### src/rtl/rsv_pkg.sv
package rsv_pkg;
  // Strobes from the control to the address datapath.
  typedef struct packed {
    logic loadTag;   // capture the load-linked granule
  } rsvStrobes_t;
endpackage

### src/rtl/rsv_datapath.sv
module rsv_datapath
  import rsv_pkg::*;
#(
  parameter int ADDR_W      = 32,
  parameter int GRANULE_LG2 = 4
) (
  input  logic              clk,
  input  logic              rstN,
  input  rsvStrobes_t       strobes,
  input  logic [ADDR_W-1:0] llAddr,
  input  logic [ADDR_W-1:0] scAddr,
  input  logic              snoopWrValid,
  input  logic [ADDR_W-1:0] snoopWrAddr,
  output logic              scMatch,
  output logic              snoopHit
);
  localparam int TAG_W = ADDR_W - GRANULE_LG2;

  logic [TAG_W-1:0] tagQ;
  logic [TAG_W-1:0] llTag;
  logic [TAG_W-1:0] scTag;
  logic [TAG_W-1:0] snoopTag;

  generate
    if (GRANULE_LG2 > 0) begin : g_granule
      assign llTag    = llAddr[ADDR_W-1:GRANULE_LG2];
      assign scTag    = scAddr[ADDR_W-1:GRANULE_LG2];
      assign snoopTag = snoopWrAddr[ADDR_W-1:GRANULE_LG2];
      logic unusedLowBits;
      assign unusedLowBits = ^{llAddr[GRANULE_LG2-1:0], scAddr[GRANULE_LG2-1:0],
                               snoopWrAddr[GRANULE_LG2-1:0]};
    end else begin : g_byte
      assign llTag    = llAddr;
      assign scTag    = scAddr;
      assign snoopTag = snoopWrAddr;
    end
  endgenerate

  always_ff @(posedge clk or negedge rstN) begin
    if (!rstN) begin
      tagQ <= '0;
    end else if (strobes.loadTag) begin
      tagQ <= llTag;
    end
  end

  assign scMatch  = (scTag == tagQ);
  assign snoopHit = snoopWrValid && (snoopTag == tagQ);
endmodule

### src/rtl/rsv_ctrl.sv
module rsv_ctrl
  import rsv_pkg::*;
(
  input  logic        clk,
  input  logic        rstN,
  input  logic        llValid,
  input  logic        scValid,
  input  logic        excTaken,
  input  logic        excReturn,
  input  logic        scMatch,
  input  logic        snoopHit,
  output rsvStrobes_t strobes,
  output logic        scCommit
);
  logic linkQ;
  logic linkNext;
  logic flush;

  assign flush = excTaken || excReturn;

  // Priority: exception events, then a new load-linked, then consumers.
  always_comb begin
    linkNext = linkQ;
    if (flush) begin
      linkNext = 1'b0;
    end else if (llValid) begin
      linkNext = 1'b1;
    end else if (scValid || snoopHit) begin
      linkNext = 1'b0;
    end
  end

  always_ff @(posedge clk or negedge rstN) begin
    if (!rstN) begin
      linkQ <= 1'b0;
    end else begin
      linkQ <= linkNext;
    end
  end

  always_comb begin
    strobes         = '0;
    strobes.loadTag = llValid && !flush;
  end

  assign scCommit = scValid && linkQ && scMatch && !excTaken && !snoopHit;
endmodule

### src/rtl/rsv_monitor.sv
module rsv_monitor
  import rsv_pkg::*;
#(
  parameter int ADDR_W      = 32,
  parameter int GRANULE_LG2 = 4
) (
  input  logic              clk,
  input  logic              rstN,
  input  logic              llValid,
  input  logic [ADDR_W-1:0] llAddr,
  input  logic              scValid,
  input  logic [ADDR_W-1:0] scAddr,
  input  logic              excTaken,
  input  logic              excReturn,
  input  logic              snoopWrValid,
  input  logic [ADDR_W-1:0] snoopWrAddr,
  output logic              scCommit,
  output logic              scResult
);
  rsvStrobes_t strobes;
  logic        scMatch;
  logic        snoopHit;

  rsv_ctrl i_ctrl (
    .clk       (clk),
    .rstN      (rstN),
    .llValid   (llValid),
    .scValid   (scValid),
    .excTaken  (excTaken),
    .excReturn (excReturn),
    .scMatch   (scMatch),
    .snoopHit  (snoopHit),
    .strobes   (strobes),
    .scCommit  (scCommit)
  );

  rsv_datapath #(
    .ADDR_W      (ADDR_W),
    .GRANULE_LG2 (GRANULE_LG2)
  ) i_dp (
    .clk          (clk),
    .rstN         (rstN),
    .strobes      (strobes),
    .llAddr       (llAddr),
    .scAddr       (scAddr),
    .snoopWrValid (snoopWrValid),
    .snoopWrAddr  (snoopWrAddr),
    .scMatch      (scMatch),
    .snoopHit     (snoopHit)
  );

  assign scResult = scCommit;
endmodule

### config.mk
export PLATFORM = sky130hd
export DESIGN_NAME = rsv_monitor
export DESIGN_NICKNAME = d
export VERILOG_FILES = /design/src/rtl/rsv_pkg.sv /design/src/rtl/rsv_datapath.sv /design/src/rtl/rsv_ctrl.sv /design/src/rtl/rsv_monitor.sv
export SDC_FILE = /design/constraint.sdc
export NUM_CORES = 1
export LEC_CHECK = 0
export ABC_AREA = 1
export CAP_MARGIN = 20
export CORE_MARGIN = 10
export CORE_UTILIZATION = 42
export CTS_BUF_LIST = sky130_fd_sc_hd__clkbuf_8
export DETAILED_ROUTE_END_ITERATION = 6
export HOLD_SLACK_MARGIN = 0.15
export PLACE_DENSITY = 0.85
export SLEW_MARGIN = 20
export SYNTH_ARGS = -nofsm -noshare
export SYNTH_HDL_FRONTEND = slang
export SYNTH_SLANG_ARGS = --single-unit
### constraint.sdc
create_clock -name clk -period 1.8 [get_ports clk]
set_input_delay 0.45 -clock clk [delete_from_list [all_inputs] [get_ports clk]]
set_output_delay 0.45 -clock clk [all_outputs]
set_load 0.1 [all_outputs]
==> key figures, run 1 <==
Floorplanning
  • Die ar.: 8280 um2
  • Width of the die: roughly 90 um
  • Initial Utilization: 43.9%
  • Top-level port count: 105
  • Die height: roughly 91 um
  • CORE AREA: just under 5000 um2
  • # rows: 25

Pwr
  • P_leak: 1.86 nW
  • Cell area power density: about 650 nW/um2
  • Total power: 2.24 mW
  • Max IR drop VDD: 0.404 mV

STA
  • Final hold vios: 0
  • Fin Hold WS: 555 ps
  • Fin crit period: 2320 ps
  • Final setup viols: 2
  • Slew HR: between 70% and 80%
  • Sum Neg Setup Slack: -1040 ps
  • RSZ-0062 raised after global routing: yes
  • Measured slew at the worst slew-check pin: 397 ps
  • Setup WS post-layout: -523 ps
  • Final setup skew: between 5 and 6 ps
  • Max Transition Viols Final: 0
  • Peak Freq: 0.431 GHz
  • Tcrit/Tclk final: 129%

Clock tree
  • CTS H-tree depth: 2
  • Clock transition at path regs: 70 ps
  • Clock Path Buffers: 2
  • Worst-Skew Late Latency: 280 ps
  • TritonCTS Sinks: 29
  • TritonCTS clock tree: yes
  • Root Driver: clkbuf_8
  • TritonCTS Buffers: 5

Synthesis
  • Yosys top cell by area: dfrtp_1
  • Synth top area cells: dfrtp_1 (34%), nand2_1 (18%), nor2_1 (10%), inv_1 (8.9%), xnor2_1 (7.0%)
  • Post-synthesis register bit count: 29
  • Count of cell types in the netlist: 22
  • Multiplexer share of the synthesized area: 1.60%
  • Post-synthesis sequential area ratio: 34.3%
  • Synthesized netlist cell count: 340
  • Compound-Gate Fraction of Synth Area: under 10%
  • Adder-Cell Fraction of Synth Area: 0%
  • Mapped Nets: 443
  • Mapped Area: between 2000 and 2500 um2
  • Synth warn: 0
  • Share of the synthesized area in the top cell type: between 30 and 40%
  • Synth Area in XOR/XNOR: 8.28%
  • Largest family of logic cells by synthesized area: simple AND/OR/NAND/NOR gates
  • Synth Area in Simple Gates: about a third
  • Syn Area/Cell: ~6.2 um2

Setup path
  • Worst Reg2Reg Path Length in Cells: 15
  • Reg2Reg Capture Point: i_ctrl.linkQ$_DFFE_PN0P_
  • Worst setup SP type: primary input
  • CP endpoint kind: output port
  • CP Max Fanout: 2
  • R2r setup slk: about 150 ps
  • Critical Path RT: 1350 ps
  • Worst Setup EP: scResult
  • Worst EP arrival: 1870 ps
  • Crit path kind: primary input to output port
  • Worst Setup SP: scAddr[6]
  • FF-to-FF Start: i_dp.tagQ[16]$_DFFE_PN0P_

Placement
  • Dpl cells: a little over 500
  • Dpl ws: -646 ps
  • RePlAce Congestion: 0.816
  • Post-DP Area: 3230 um2
  • PortBufs: 92
  • Post-DP HPWL: 5640 um

Global route
  • GRT Residual Overflow: 0
  • GRT met3 Usage: ~5.9%
  • GRT busiest layer: met2
  • M1 GR Usage: 18.0%
  • Number of global-route vias before repair: 2,569
  • First-pass GRT wire length: 11,600 um
  • All-layer global routing usage: between 10% and 20%
  • Initial antenna violation count: 2
  • Routing usage on met2: 30.8%
  • Largest net degree at the start of global routing: 30

Detailed routing
  • Vias post-DR: between 2k and 2.5k
  • Drt total wl: 7170 um
  • Antenna-violating nets left: 0
  • DR pass1 iterations: 4
  • Violation count after the first detailed-route iteration: between 100 and 150
  • WL/cell: 13.6 um
  • Routed vias/inst: ~4.6
  • DRC viols: 0

Outcome
  • Failing checks: negative setup slack
  • Outcome: complete, but fails checks

Worst hold path
  • Tightest Hold Check Type: primary input to asynchronous set/reset pin

Finish
  • Fin area: 3440 um2
  • Layout cells sized above 1: 18.4%
  • Most frequent cells in the layout: nand2_1 (96), nor2_1 (51), inv_1 (48)
  • Final net count: 559
  • Fin util: 71.3%
  • Area Overhead vs Synth: 62.4%
  • Filler cells: about 420
  • Finished Layout Cells: roughly 530
  • Commonest non-fill, non-tap cell in the layout: nand2_1

Run
  • Max-cap violations: 0
-- metal layers --
layer | wire length [um] | up-vias | share of wire [%]
met5 | 7 | - | 0.098
met2 | 3550 | 84 | 50
li1 | - | 1247 | -
met1 | 2880 | 1066 | 40
met4 | 179 | 2 | 2.5
met3 | 548 | 21 | 7.6
-- worst max-delay path, cell delays in order --
cell	delay, ps
clkdlybuf4s50_1	490
o22ai_1	90
nor2_1	110
nand3_1	100
nor2_1	140
nand2_1	100
nor2_4	180
buf_12	200
-- final cells by class --
cell class,instances,area [um2],area share (%)
inverters,69,259,7.54
well taps,67,83.8,2.44
repair buffers,115,1080,31.5
diodes,3,7.51,0.218
clock inverters,3,13.8,0.401
flip-flops and latches,29,727,21.2
clock buffers,5,68.8,2.00
multi-input cells,236,1190,34.7
-- kinds of logic (layout without fill, tap and decap cells) --
group                     after synthesis  after routing
DFF                                    29             29
AOI/OAI and AO/OA                      40             40
xor gates and xnor gates               20             20
muxes                                   3              3
other                                   0              3
buffers and inverters                  75            192
and+or+nand+nor                       173            173
-- worst min-delay path by stage --
stage	cells past startpoint	end
6_report	2	i_dp.tagQ[12]$_DFFE_PN0P_
3_5_place_dp	2	i_dp.tagQ[12]$_DFFE_PN0P_
2_1_floorplan	0	i_ctrl.linkQ$_DFFE_PN0P_
4_1_cts	2	i_dp.tagQ[12]$_DFFE_PN0P_
5_1_grt	2	i_dp.tagQ[12]$_DFFE_PN0P_
3_3_place_gp	2	i_dp.tagQ[12]$_DFFE_PN0P_
-- synth_stat cells --
master      n
nand2_2     4
mux2_2      3
xnor2_1    17
nand2_1   101
nand4_1     1
nor4_1      1
buf_2       4
xor2_1      3
clkinv_1    1
inv_1      50
nand3b_1    1
o21ai_0     5
nand3_1     4
o21ai_1     6
a21oi_1    25
nor2_2      1
nand3_2     1
buf_4       2
dfrtp_1    29
o22ai_1     4
nor2_1     59
inv_2      18
-- flip-flops by register name, indices dropped and copies added (netlist names) --
register and cells:
i_ctrl.linkQ 1, i_dp.tagQ 28
-- power breakdown --
part,internal [mW],total [mW],leakage [nW],switching (mW)
clock,0.262,0.524,0.0491,0.262
combinational,0.446,0.854,1.49,0.408
sequential,0.756,0.857,0.317,0.101
-- timing repair --
item / 4_1_cts / 5_1_grt
buffers inserted: 17 / 1
pin swaps: 53 / 26
endpoints found under the setup margin: 2 / 3
hold buffers: 0 / 0
gates resized for setup: 58 / 23
Power figures use the tool's default switching activity.
==> inputs of run 2 (changes only) <==
--- a/config.mk
+++ b/config.mk
@@ -11,6 +11,7 @@
 export CORE_UTILIZATION = 42
 export CTS_BUF_LIST = sky130_fd_sc_hd__clkbuf_8
 export DETAILED_ROUTE_END_ITERATION = 6
+export GPL_TIMING_DRIVEN = 0
 export HOLD_SLACK_MARGIN = 0.15
 export PLACE_DENSITY = 0.85
 export SLEW_MARGIN = 20
==> run 2 against run 1 <==
  * The run still ends with negative setup slack left
  * Via count is 8.2% higher
  * Die area is the same
  * Combinational power increased by 14%
  * First-iteration DRC count grew 9.8%
  * Core utilization grew 2.8 points
  * Sequential share of layout area fell by 0.81 points
==> key figures, run 2 (same netlist as run 1, synthesis figures left out) <==
Outcome
  • Outcome: complete, but fails checks
  • Failing checks: negative setup slack

Clock tree
  • CTS H-tree depth: 2 (unchanged)
  • Clock Path Buffers: 2 (unchanged)
  • Root Driver: clkbuf_8
  • TritonCTS Sinks: 29 (unchanged)
  • TritonCTS Buffers: 5 (unchanged)
  • Clock transition at path regs: 70 ps (about the same)
  • Worst-Skew Late Latency: 290 ps (about the same)
  • TritonCTS clock tree: yes

Pwr
  • Cell area power density: 683 nW/um2 (+5.0%)
  • Max IR drop VDD: 0.359 mV (-11%)
  • P_leak: 1.93 nW (+4.0%)

Finish
  • Layout cells sized above 1: 21.8% (+3.4 points)
  • Filler cells: 388 (-7.2%)
  • Most frequent cells in the layout: nand2_1 (98), nor2_1 (54), dlygate4sd2_1 (53)
  • Commonest non-fill, non-tap cell in the layout: nand2_1
  • Diodes inserted: 0 (-3)
  • Area Overhead vs Synth: 68.8%
  • Final net count: 583 (+4.3%)
  • Reg area: 727 um2 (unchanged)
  • Largest regs: i_dp.tagQ: 28 flops, i_ctrl.linkQ: 1 flops
  • Most flops, register: i_dp.tagQ
  • Fin util: 74.2% (+2.8 points)
  • Fin area: 3570 um2 (+4.0%)
  • Max reg flops: 28 (unchanged)
  • Multi-input gate area: 1180 um2 (-0.94%)

Setup path
  • CP Max Fanout: 2 (unchanged)
  • Crit path kind: primary input to output port
  • CP endpoint kind: output port
  • Critical Path RT: 1350 ps (about the same)
  • Worst EP arrival: 1850 ps (-20 ps)
  • Worst setup SP type: primary input

Detailed routing
  • Routed vias/inst: 4.78 (+4.1%)
  • Vias post-DR: 2,619 (+8.2%)
  • DRC viols: 0 (unchanged)
  • DR pass1 iterations: 6 (+2)
  • Drt total wl: 8340 um (+16%)
  • Violation count after the first detailed-route iteration: 157 (+9.8%)
  • WL/cell: 15.2 um (+12%)
  • Antenna-violating nets left: 0 (unchanged)

Global route
  • Initial antenna violation count: 1 (-1)
  • First-pass GRT wire length: 13,200 um (+14%)
  • GRT Residual Overflow: 0 (unchanged)
  • Largest net degree at the start of global routing: 30 (unchanged)
  • All-layer global routing usage: 19.7% (+2.5 points)
  • Number of global-route vias before repair: 2,847 (+11%)

Placement
  • Dpl ws: -1580 ps (-935 ps)
  • RePlAce Congestion: 0.874 (+7.2%)
  • Post-DP Area: 3160 um2 (-2.3%)
  • PortBufs: 92 (unchanged)
  • Post-DP HPWL: 5900 um (+4.6%)

Floorplanning
  • Die ar.: 8280 um2 (unchanged)
  • CORE AREA: 4820 um2 (unchanged)
  • # rows: 25 (unchanged)
  • Width of the die: 91.0 um (unchanged)
  • Initial Utilization: 43.9% (unchanged)
  • Top-level port count: 105 (unchanged)
  • Die height: 91.0 um (unchanged)

STA
  • Slew HR: 53.0% (-21 points)
  • RSZ-0062 raised after global routing: yes
  • Final setup skew: 5.26 ps (+0.0236 ps)
  • Peak Freq: 0.436 GHz (+1.2%)
  • Final hold vios: 0 (unchanged)
  • Fin crit period: 2300 ps (-26.9 ps)
  • Max Transition Viols Final: 0 (unchanged)
  • Fin Hold WS: 203 ps (-352 ps)
  • Final setup viols: 3 (+1)
  • Tcrit/Tclk final: 128% (-1.5 points)
  • Setup WS post-layout: -496 ps (+26.9 ps)
  • Measured slew at the worst slew-check pin: 705 ps (+308 ps)

Worst hold path
  • Tightest Hold Check Type: primary input to asynchronous set/reset pin

Run
  • Max-cap violations: 0 (unchanged)
[run 2: area by class of cell]
class / instances / area share [%]
plain buffers: 6 / 1.33
clock buffers: 7 / 2.70
clock inverters: 1 / 0.140
inverters: 69 / 7.25
multi-input cells: 236 / 33.1
flip-flops and latches: 29 / 20.4
well taps: 67 / 2.35
repair buffers: 133 / 32.8
[run 2: worst paths after layout]
kind	cells after the start	endpoint	startpoint	slack, ps
min in group clk	2	i_dp.tagQ[12]$_DFFE_PN0P_	i_dp.tagQ[12]$_DFFE_PN0P_	550
max in group asynchronous	1	i_dp.tagQ[20]$_DFFE_PN0P_	rstN	1100
min	1	i_dp.tagQ[24]$_DFFE_PN0P_	rstN	200
max	11	scResult	snoopWrAddr[24]	-500
max reg2reg	17	i_ctrl.linkQ$_DFFE_PN0P_	i_dp.tagQ[14]$_DFFE_PN0P_	-400
min reg2reg	2	i_dp.tagQ[12]$_DFFE_PN0P_	i_dp.tagQ[12]$_DFFE_PN0P_	550
[run 2: power by group]
group	total (mW)	switching (mW)	internal, mW
logic	0.972	0.458	0.514
registers	0.859	0.103	0.756
clock network	0.610	0.264	0.345
total	2.44	0.826	1.61
[run 2: worst max-delay path, cell delays in order]
cell and delay (ps):
dlygate4sd2_1 260, xnor2_2 190, nand2_1 110, inv_1 70, nand2_1 50, nor2_1 130
nand2_1 110, nor2_4 130, nor2_4 60, buf_12 120, buf_12 150
[run 2: what timing repair did]
action | CTS | global route
hold buffers | 0 | 0
gates resized for setup | 81 | 10
buffers inserted | 42 | 0
setup endpoints to repair | 2 | 3
pin swaps | 51 | 9
[run 2: metrics by stage]
stage	setup TNS [ps]	power (mW)	instances
global placement	-11090	1.60	499
floorplan	-505	1.29	340
CTS	-1230	2.37	549
detailed placement	-3120	1.63	499
global route	-1720	2.58	548
finish	-1420	2.44	548
[run 2: per-layer routing]
| layer | vias up | part of all wire, % | GRT usage [%] |
|---|---|---|---|
| met3 | 22 | 7.7 | 5.84 |
| met1 | 1195 | 38 | 20.3 |
| met2 | 106 | 52 | 36.0 |
| met5 | - | 0.11 | 0 |
| met4 | 2 | 2.5 | 8.75 |
| li1 | 1294 | - | - |
==> inputs of run 3 (changes only) <==
--- a/config.mk
+++ b/config.mk
@@ -17,4 +17,5 @@
 export SLEW_MARGIN = 20
 export SYNTH_ARGS = -nofsm -noshare
 export SYNTH_HDL_FRONTEND = slang
+export SYNTH_HIERARCHICAL = 1
 export SYNTH_SLANG_ARGS = --single-unit
==> constraint.sdc (replaced) <==
create_clock -name clk -period 1.8 [get_ports clk]
set_input_delay 0.27 -clock clk [delete_from_list [all_inputs] [get_ports clk]]
set_output_delay 0.27 -clock clk [all_outputs]
set_load 0.1 [all_outputs]
==> run 3 against run 2 <==
  * Clock power is essentially flat
  * Critical endpoint unchanged
  * Sequential share of layout area grew 1.5 points
  * The run still ends with negative setup slack left
  * Final cell count shrank 1.5%
  * Via count shrank 7.5%
  * First-iteration DRC count shrank 41%
==> key figures, run 3 <==
Outcome
  • Outcome: complete, but fails checks
  • Failing checks: negative setup slack

Worst hold path
  • Hold path cells: 3
  • Tightest Hold Check Type: primary input to register

Detailed routing
  • WL met2: 3300 um (-23%)
  • Violation count after the first detailed-route iteration: 92 (-41%)
  • Wire length on met3: 527 um (-18%)
  • Routed vias/inst: 4.49 (-6.2%)
  • WL/cell: 12.7 um (-16%)
  • DRC viols: 0 (unchanged)
  • Vias post-DR: 2,422 (-7.5%)
  • Met1 Wirelength: 2900 um (-8.8%)
  • Drt total wl: 6870 um (-18%)
  • Antenna-violating nets left: 0 (unchanged)
  • Uppermost layer routed: met4
  • DR pass1 iterations: 4 (-2)

Setup path
  • FF-to-FF Start: i_dp/tagQ[11]$_DFFE_PN0P_
  • Worst Setup EP: scResult
  • Worst Setup SP: scAddr[9]
  • CP endpoint kind: output port
  • Worst setup SP type: primary input
  • Worst EP arrival: 1980 ps (+130 ps)
  • Critical Path RT: 1530 ps (+180 ps)
  • CP Max Fanout: 2 (unchanged)
  • R2r setup slk: 250 ps (+650 ps)
  • Worst Reg2Reg Path Length in Cells: 12 (-5)
  • Reg2Reg Capture Point: i_ctrl/linkQ$_DFFE_PN0P_
  • Crit path kind: primary input to output port

STA
  • Final hold vios: 0 (unchanged)
  • Measured slew at the worst slew-check pin: 704 ps (-0.399 ps)
  • RSZ-0062 raised after global routing: yes
  • Final setup viols: 2 (-1)
  • Tcrit/Tclk final: 125% (-2.6 points)
  • Peak Freq: 0.445 GHz (+2.1%)
  • Max Transition Viols Final: 0 (unchanged)
  • Fin crit period: 2250 ps (-46.2 ps)
  • Final setup skew: 8.86 ps (+3.60 ps)
  • Slew HR: 53.1% (about the same)
  • Setup WS post-layout: -449 ps (+46.2 ps)

Floorplanning
  • Die ar.: 8310 um2 (+0.42%)
  • Width of the die: 91.2 um (+0.21%)
  • Top-level port count: 105 (unchanged)
  • Initial Utilization: 44.2% (+0.23 points)
  • CORE AREA: 4820 um2 (unchanged)
  • # rows: 25 (unchanged)
  • Die height: 91.2 um (+0.21%)

Clock tree
  • TritonCTS Buffers: 5 (unchanged)
  • TritonCTS clock tree: yes
  • CTS H-tree depth: 2 (unchanged)
  • Clock transition at path regs: 70 ps (about the same)
  • Root Driver: clkbuf_8
  • Worst-Skew Late Latency: 290 ps (about the same)
  • Clock Path Buffers: 2 (unchanged)
  • TritonCTS Sinks: 29 (unchanged)

Global route
  • First-pass GRT wire length: 10,900 um (-17%)
  • All-layer global routing usage: 16.0% (-3.7 points)
  • Largest net degree at the start of global routing: 30 (unchanged)
  • Initial antenna violation count: 0 (-1)
  • GRT Residual Overflow: 0 (unchanged)
  • Number of global-route vias before repair: 2,473 (-13%)

Finish
  • Final net count: 574 (-1.5%)
  • Finished Layout Cells: 540 (-1.5%)
  • Max reg flops: 28 (unchanged)
  • Commonest non-fill, non-tap cell in the layout: nand2_1
  • Largest regs: i_dp/tagQ: 28 flops, i_ctrl/linkQ: 1 flops
  • Most frequent cells in the layout: nand2_1 (176), clkdlybuf4s50_1 (82), inv_1 (46)
  • Fin area: 3330 um2 (-6.8%)
  • Layout cells sized above 1: 12.7% (-9.1 points)
  • Area Overhead vs Synth: 56.5%
  • Most flops, register: i_dp/tagQ

Synthesis
  • Share of the synthesized area in the top cell type: 34.1% (-0.18 points)
  • Synth top area cells: dfrtp_1 (34%), nand2_1 (32%), inv_1 (8.1%), o21ai_0 (6.6%), nor2_1 (5.1%)
  • Synth Area in XOR/XNOR: 3.71% (-4.6 points)
  • Syn Area/Cell: 5.75 um2 (-7.6%)
  • Yosys top cell by area: dfrtp_1
  • Synth Area in Simple Gates: 39.9% (+7.7 points)
  • Mapped Area: 2130 um2 (+0.53%)
  • Multiplexer share of the synthesized area: 0% (-1.6 points)
  • Largest family of logic cells by synthesized area: simple AND/OR/NAND/NOR gates
  • Mapped Nets: 473 (+6.8%)
  • Count of cell types in the netlist: 17 (-23%)
  • Post-synthesis sequential area ratio: 34.1% (-0.18 points)
  • Synth warn: 6 (+6)
  • Count leader, synth: nand2_1
  • Adder-Cell Fraction of Synth Area: 0% (unchanged)
  • Post-synth EDFFs: 0 (unchanged)
  • Compound-Gate Fraction of Synth Area: 7.65% (-2.1 points)
  • Ys async rst share: 100% (unchanged)
  • Most frequent cells after synthesis: nand2_1 (181), inv_1 (46), dfrtp_1 (29), nor2_1 (29), o21ai_0 (28)
  • Post-synthesis register bit count: 29 (unchanged)
  • Top FF cell, synth: dfrtp_1
  • Synthesized netlist cell count: 370 (+8.8%)

Pwr
  • Combinational group share of total power: 33.4% (-6.4 points)
  • P_leak: 1.76 nW (-9.1%)
  • Max IR drop VDD: 0.532 mV (+48%)
  • Clock power frac: 27.6% (+2.6 points)
  • Sw Ratio: 33.1% (-0.75 points)
  • Power share of the sequential group: 39.0% (+3.8 points)
  • Sw power: 729 uW (-12%)
  • Internal: 1.47 mW (-8.7%)
  • Cell area power density: 662 nW/um2 (-3.1%)

Run
  • Max-cap violations: 0 (unchanged)

Placement
  • RePlAce Congestion: 0.858 (-1.9%)
  • PortBufs: 92 (unchanged)
  • Dpl cells: 529 (+6.0%)
  • Post-DP Area: 3160 um2 (about the same)
  • Post-DP HPWL: 5650 um (-4.2%)
==> run 3: cell count changes after synthesis, sizes merged, moves of 3 or more <==
cell | before | now
xnor2 | 17 | 9
nor2 | 60 | 33
nand2 | 105 | 181
a21oi | 25 | 0
o21ai | 11 | 31
xor2 | 3 | 0
inv | 68 | 73
o22ai | 4 | 0
mux2 | 3 | 0
==> run 3: worst min-delay path by stage <==
stage	startpoint	to	slack (ps)
detailed placement	rstN	i_dp/tagQ[6]$_DFFE_PN0P_	360
finish	llAddr[8]	i_dp/tagQ[4]$_DFFE_PN0P_	530
global route	llAddr[20]	i_dp/tagQ[16]$_DFFE_PN0P_	540
CTS	llAddr[8]	i_dp/tagQ[4]$_DFFE_PN0P_	530
global placement	i_dp/tagQ[18]$_DFFE_PN0P_	i_dp/tagQ[18]$_DFFE_PN0P_	550
floorplan	rstN	i_ctrl/linkQ$_DFFE_PN0P_	-30
==> run 3: what timing repair did <==
action / CTS / global route
pin swaps: 7 / 2
setup buffers: 1 / 0
setup endpoints to repair: 2 / 2
gates resized for setup: 21 / 13
hold endpoints to repair: 29 / 0
hold buffers: 1 / 0
==> run 3: cell families after synthesis <==
logic type / after synthesis
AND/OR/NAND/NOR: 220
buffers and inverters: 80
AO/OA/AOI/OAI: 32
flip-flops: 29
XOR/XNOR: 9
==> run 3: stage by stage <==
| step | TNS, ps | power (mW) | utilization [%] | hold WS (ps) | setup WS [ps] |
|---|---|---|---|---|---|
| 2_1_floorplan | -836 | 1.25 | - | -25.6 | -551 |
| 3_3_place_gp | -6980 | 1.56 | 65.6 | 554 | -1480 |
| 3_5_place_dp | -3190 | 1.59 | 65.5 | 355 | -1560 |
| 4_1_cts | -916 | 2.21 | 68.2 | 529 | -473 |
| 5_1_grt | -1050 | 2.36 | 69.0 | 543 | -570 |
| 6_report | -814 | 2.20 | 69.1 | 530 | -449 |
==> run 3: area by class of cell <==
cell class	instances	area, um2
clock inverters	1	5.00
clock buffers	7	96.3
well taps	67	83.8
diodes	1	2.50
multi-input cells	261	1130
repair buffers	94	960
plain buffers	7	48.8
fillers	474	1490
inverters	73	274
flip-flops and latches	29	726
==> run 3: routing by layer <==
layer | track usage, % | vias to the layer above
met3 | 6.34 | 12
met4 | 5.09 | 0
met5 | 0 | -
met2 | 27.9 | 72
li1 | - | 1290
met1 | 17.5 | 1048
==> run 3: power by group through the flow <==
stage | clock [mW] | sequential, mW | combinational (mW)
after floorplan | 0 | 0.854 | 0.400
after detailed placement | 0 | 0.870 | 0.716
after CTS | 0.620 | 0.858 | 0.730
final | 0.609 | 0.859 | 0.736
after global routing | 0.654 | 0.873 | 0.831
after global placement | 0 | 0.863 | 0.698
==> run 3: critical path: stages <==
cell             delay, ps
clkdlybuf4s50_1        480
inv_1                   40
nand2_1                 50
nand2_1                 40
nor2_1                 120
nand2_1                 60
nor2_1                  80
nand2_1                 70
nor2_2                 130
nand3_2                 90
nor3_4                 230
buf_12                 140
buf_12                 160
